==> src/rtl/gpio_pkg.sv <==
package gpio_pkg;

    // One override channel: enable selects the value over the default path.
    typedef struct packed {
        logic en;
        logic val;
    } ovr_t;

    // Pull-up default path: input direction, output-value bit set, not disabled globally.
    function automatic logic pullup_default(input logic dir_b, input logic port_b, input logic pud_b);
        return (!dir_b) && port_b && (!pud_b);
    endfunction

    // Resolve an override channel against its default.
    function automatic logic resolve(input ovr_t o, input logic dflt);
        return o.en ? o.val : dflt;
    endfunction

endpackage

==> src/rtl/gpio_regs.sv <==
module gpio_regs #(
    parameter int NPIN = 8
) (
    input  logic            clk,
    input  logic            rst_n,
    input  logic            wr_dir,
    input  logic            wr_port,
    input  logic            wr_pin,
    input  logic [NPIN-1:0] wdata,
    input  logic [NPIN-1:0] tgl_ovr_en,
    output logic [NPIN-1:0] dir_q,
    output logic [NPIN-1:0] port_q
);
    logic [NPIN-1:0] port_base;
    logic [NPIN-1:0] port_flip;
    logic [NPIN-1:0] port_nxt;

    always_comb begin
        port_base = wr_port ? wdata : port_q;
        port_flip = (wr_pin ? wdata : '0) ^ tgl_ovr_en;
        port_nxt  = port_base ^ port_flip;
    end

    always_ff @(posedge clk or negedge rst_n) begin
        if (!rst_n) begin
            dir_q  <= '0;
            port_q <= '0;
        end else begin
            if (wr_dir) dir_q <= wdata;
            port_q <= port_nxt;
        end
    end
endmodule

==> src/rtl/gpio_pin_ctl.sv <==
module gpio_pin_ctl
    import gpio_pkg::*;
(
    input  logic dir_b,
    input  logic port_b,
    input  logic pud,
    input  logic sleep,
    input  ovr_t pu_ovr,
    input  ovr_t dir_ovr,
    input  ovr_t val_ovr,
    input  ovr_t ie_ovr,
    input  logic pad_in,
    output logic pad_out,
    output logic pad_oe,
    output logic pad_pu,
    output logic din_raw
);
    logic oe_w;
    logic ie_w;

    always_comb begin
        oe_w    = resolve(dir_ovr, dir_b);
        ie_w    = resolve(ie_ovr, !sleep);
        pad_oe  = oe_w;
        pad_out = oe_w & resolve(val_ovr, port_b);
        pad_pu  = resolve(pu_ovr, pullup_default(dir_b, port_b, pud));
        din_raw = pad_in & ie_w;
    end
endmodule

==> src/rtl/gpio_sync.sv <==
module gpio_sync #(
    parameter int NPIN = 8
) (
    input  logic            clk,
    input  logic            rst_n,
    input  logic [NPIN-1:0] d,
    output logic [NPIN-1:0] q
);
    logic [NPIN-1:0] stage1;

    // First stage closes on the falling edge, second on the rising edge.
    always_ff @(negedge clk or negedge rst_n) begin
        if (!rst_n) stage1 <= '0;
        else        stage1 <= d;
    end

    always_ff @(posedge clk or negedge rst_n) begin
        if (!rst_n) q <= '0;
        else        q <= stage1;
    end
endmodule

==> src/rtl/gpio_port.sv <==
module gpio_port
    import gpio_pkg::*;
#(
    parameter int NPIN = 8
) (
    input  logic            clk,
    input  logic            rst_n,
    input  logic            wr_dir,
    input  logic            wr_port,
    input  logic            wr_pin,
    input  logic [NPIN-1:0] wdata,
    input  logic            rd_dir,
    input  logic            rd_port,
    input  logic            rd_pin,
    output logic [NPIN-1:0] rdata,
    input  logic            pud,
    input  logic            sleep,
    input  logic [NPIN-1:0] pu_ovr_en,
    input  logic [NPIN-1:0] pu_ovr_val,
    input  logic [NPIN-1:0] dir_ovr_en,
    input  logic [NPIN-1:0] dir_ovr_val,
    input  logic [NPIN-1:0] val_ovr_en,
    input  logic [NPIN-1:0] val_ovr_val,
    input  logic [NPIN-1:0] tgl_ovr_en,
    input  logic [NPIN-1:0] ie_ovr_en,
    input  logic [NPIN-1:0] ie_ovr_val,
    input  logic [NPIN-1:0] pad_in,
    output logic [NPIN-1:0] pad_out,
    output logic [NPIN-1:0] pad_oe,
    output logic [NPIN-1:0] pad_pu,
    output logic [NPIN-1:0] din_raw
);
    logic [NPIN-1:0] dir_q;
    logic [NPIN-1:0] port_q;
    logic [NPIN-1:0] pin_q;

    gpio_regs #(.NPIN(NPIN)) u_regs (
        .clk        (clk),
        .rst_n      (rst_n),
        .wr_dir     (wr_dir),
        .wr_port    (wr_port),
        .wr_pin     (wr_pin),
        .wdata      (wdata),
        .tgl_ovr_en (tgl_ovr_en),
        .dir_q      (dir_q),
        .port_q     (port_q)
    );

    for (genvar i = 0; i < NPIN; i++) begin : g_pin
        gpio_pin_ctl u_ctl (
            .dir_b   (dir_q[i]),
            .port_b  (port_q[i]),
            .pud     (pud),
            .sleep   (sleep),
            .pu_ovr  ('{en: pu_ovr_en[i],  val: pu_ovr_val[i]}),
            .dir_ovr ('{en: dir_ovr_en[i], val: dir_ovr_val[i]}),
            .val_ovr ('{en: val_ovr_en[i], val: val_ovr_val[i]}),
            .ie_ovr  ('{en: ie_ovr_en[i],  val: ie_ovr_val[i]}),
            .pad_in  (pad_in[i]),
            .pad_out (pad_out[i]),
            .pad_oe  (pad_oe[i]),
            .pad_pu  (pad_pu[i]),
            .din_raw (din_raw[i])
        );
    end

    gpio_sync #(.NPIN(NPIN)) u_sync (
        .clk   (clk),
        .rst_n (rst_n),
        .d     (din_raw),
        .q     (pin_q)
    );

    always_comb begin
        rdata = (rd_dir  ? dir_q  : '0)
              | (rd_port ? port_q : '0)
              | (rd_pin  ? pin_q  : '0);
    end
endmodule

==> config.mk <==
export PLATFORM = sky130hd
export DESIGN_NAME = gpio_port
export DESIGN_NICKNAME = d
export VERILOG_FILES = /design/src/rtl/gpio_pkg.sv /design/src/rtl/gpio_regs.sv /design/src/rtl/gpio_pin_ctl.sv /design/src/rtl/gpio_sync.sv /design/src/rtl/gpio_port.sv
export SDC_FILE = /design/constraint.sdc
export NUM_CORES = 1
export LEC_CHECK = 0
export BUFFER_PORTS_ARGS = -buffer_cell sky130_fd_sc_hd__buf_2
export CELL_PAD_IN_SITES_DETAIL_PLACEMENT = 0
export CELL_PAD_IN_SITES_GLOBAL_PLACEMENT = 1
export CORE_MARGIN = 4
export CORE_UTILIZATION = 32
export DETAILED_ROUTE_END_ITERATION = 6
export PLACE_DENSITY_LB_ADDON = 0.1
export SETUP_SLACK_MARGIN = 0.5
export SYNTH_ARGS = -nofsm -noshare
export SYNTH_HDL_FRONTEND = slang
export SYNTH_HIERARCHICAL = 1
export SYNTH_SLANG_ARGS = --single-unit
==> constraint.sdc <==
create_clock -name clk -period 2.6 [get_ports clk]
set_input_delay 0.26 -clock clk [delete_from_list [all_inputs] [get_ports clk]]
set_output_delay 0.26 -clock clk [all_outputs]
set_load 0.02 [all_outputs]
==> flow_summary.toml <==
[synth]
ys_warn_count = 6
synthArstFlopShare = 1.000
synth_ff_type = "dfrtp_1"
synthAdderAreaFrac = 0
synth_area_leaders = "dfrtp_1 (30%), mux2_4 (12%), dfrtn_1 (10%)"
synth_top_cells_by_count = "dfrtp_1 (24), inv_1 (16), mux2_4 (16), nand2_1 (16)"
synth_mux_area_frac = 0.1990
synthMostInstantiatedCell = "dfrtp_1"
synthCells = 174
syn_area_um2 = 2012
synth_top_area_cell = "dfrtp_1"
avgSynthCellArea_um2 = 11.56
ys_ff_latch = 32
ys_seq_area_frac = 0.3980
synth_edf_count = 0
yosysUniqueCellTypes = 28
synth_top_area_frac = 0.2985
synth_xor_area_frac = 0.03483
synth_compound_area_frac = 0.1493
synth_top_family_by_area = "multiplexers"
syn_nets = 272
synth_simple_gate_area_frac = 0.1611

[worst_setup_path]
cp.depth = 2
setup.worst_path.end = "u_sync/stage1[7]$_DFF_NN0_"
slowest_delay_ns = 0.53
r2r_end = "u_sync/q[4]$_DFF_PN0_"
rrSetupSlack_ns = 0.83
cp-start-kind = "input port"
crit_family = "buffers and inverters"
cp_num_buf_inv = 2
cp_slowest_cell = "dlygate4sd3_1"
critical_path_arrival_ns = 1.15
path_cells = "dlygate4sd3_1 -> buf_2"
startpoint = "rst_n"
critPathRequiredTime_ns = 1.81
r2r_start = "u_sync/stage1[4]$_DFF_NN0_"
end_kind = "async pin"
worstPathMaxFanout = 17
reg2reg_depth = 0
path_class = "in2async"

[clock_network]
clk_latency_ns = 0.29
h-tree-depth = 2
cts_tree = "done"
clkSinkCount = 32
ctsLongestPathBuffers = 2
cts_root_buf = "clkbuf_8"
cts_buffers = 5
cts_resized = 0
clk_pin_slew_ns = 0.07

[power]
swShare = 0.3066
p_per_area_nw_per_um2 = 548.5
p_int_w = 0.001102
p_clk_frac = 0.291
power_frac_comb = 0.320
ir_drop_mv = 0.2482
leakage_nw = 1.547
pwr-share-seq = 0.389
p_sw_w = 0.0004872

[die]
die_h_um = 87.29
ios = 138
core_um2 = 6026
die_area_um2 = 7620
initial_core_util = 0.3339
rows = 28
die_w_um = 87.29

[timing]
report.final.slew_viol_count = 0
rsz0062_at_grt = "no"
worstMarginPinSlew_ns = 0.4409
setup_viol = 0
tns_ns = 0
fin_worst_skew_ns = 0.008903
hold_viol = 0
hold_ws_ns = 0.1526
max_slew_margin = 0.7060

[global_routing]
grt.overflow.total = 0
grt_max_degree = 25
grt_pass1_vias = 1875
grt_pass1_wl_um = 8424
antenna_found_initial = 0
grt_util_all_layers = 0.1390

[finish]
nets = 413
final-seq-area_um2 = 800.8
nFillCells = 591
final_layout_size_suffix_gt1_frac = 0.6044
multi_input_area_um2 = 1125
fin_util = 0.4809
diodes = 0
stdcell_area_um2 = 2898
synthToLayoutAreaGrowth_pct = 44.03

[drt]
drtIter0Drc = 78
wl_um = 5359
drc = 0
drtPass1Iterations = 4
vias_per_cell = 4.708
vias = 1841
final_antenna_net_count = 0
wl_per_cell_um = 13.71

[placement]
dp_hpwl_um = 4372
place.gp.congestion = 0.7071
dpl_cell_area_um2 = 2780
port_buffers = 137

[status]
outcome = "completed"

[min_path]
worstHoldStart = "tgl_ovr_en[2]"
min-delay-path-class = "in2reg"

[job]
drv_cap = 0
power by group through the flow:
stage               Combinational [W]  Sequential [W]  Clock [W]
floorplan                    0.000338        0.000605          0
global placement             0.000511        0.000628          0
detailed placement           0.000516        0.000629          0
CTS                          0.000519        0.000619   0.000481
global route                 0.000556        0.000628   0.000503
finish                       0.000509        0.000618   0.000462
placed cells by master, fill, tap and decap left out, drive strengths merged, types with 2 or more instances in the layout:
cell type,Yosys,routed
or2,8,8
dfrtp,24,24
nand2b,6,6
clkbuf,3,6
o41ai,8,8
dfrtn,8,8
a21boi,8,8
xor2,6,6
inv,16,16
mux2i,7,7
mux2,24,24
buf,3,139
and2,8,8
nand4bb,5,5
xnor2,2,2
o221ai,6,6
nand2,16,16
a222oi,8,8
and4bb,2,2
metal layers:
| layer | global-route usage | part of all wire |
|---|---|---|
| met2 | 0.2390 | 0.48 |
| met5 | 0 | 0 |
| met3 | 0.03217 | 0.090 |
| met4 | 0.04603 | 0.013 |
| met1 | 0.1701 | 0.42 |
worst min-delay path by stage:
stage	slack, ns	end	depth (start not counted)
5_1_grt	0.15	u_regs/port_q[2]$_DFF_PN0_	2
3_5_place_dp	0.21	u_sync/q[4]$_DFF_PN0_	1
3_3_place_gp	0.21	u_sync/q[4]$_DFF_PN0_	1
6_report	0.15	u_regs/port_q[2]$_DFF_PN0_	2
4_1_cts	0.14	u_regs/port_q[2]$_DFF_PN0_	2
2_1_floorplan	-0.04	u_regs/dir_q[0]$_DFFE_PN0P_	0
stage by stage:
step           setup WS (ns)  power (W)  cells
6_report              0.6578   0.001589    391
5_1_grt               0.5695   0.001688    391
4_1_cts               0.6285   0.001619    391
3_5_place_dp          0.4981   0.001145    382
3_3_place_gp          0.5238   0.001139    382
2_1_floorplan         0.5070  0.0009428    174
logic make-up (layout without fill, tap and decap cells):
kind of cell              Yosys count  after routing
and+or+nand+nor                    48             48
buffers and inverters              22            164
muxes                              31             31
AOI/OAI and AO/OA                  33             33
xor gates and xnor gates            8              8
DFF                                32             32
area by class of cell:
class                      instances  area share
clock buffer                       6     0.02504
inverter                          16     0.02073
sequential                        32      0.2763
tap                               75     0.03238
clock inverter                     2     0.01209
timing repair buffer             140      0.2453
multi-input combinational        120      0.3882
state kept, by name (all words and copies together), names as in the netlist:
| name | flops |
|---|---|
| u_regs/port_q | 8 |
| u_sync/q | 8 |
| u_regs/dir_q | 8 |
| u_sync/stage1 | 8 |
repair_timing:
action                    in CTS  in global routing
hold buffers                   1                  0
hold endpoints to repair       7                  0
buffers inserted               0                  0
(Power assumes the default switching activity.)
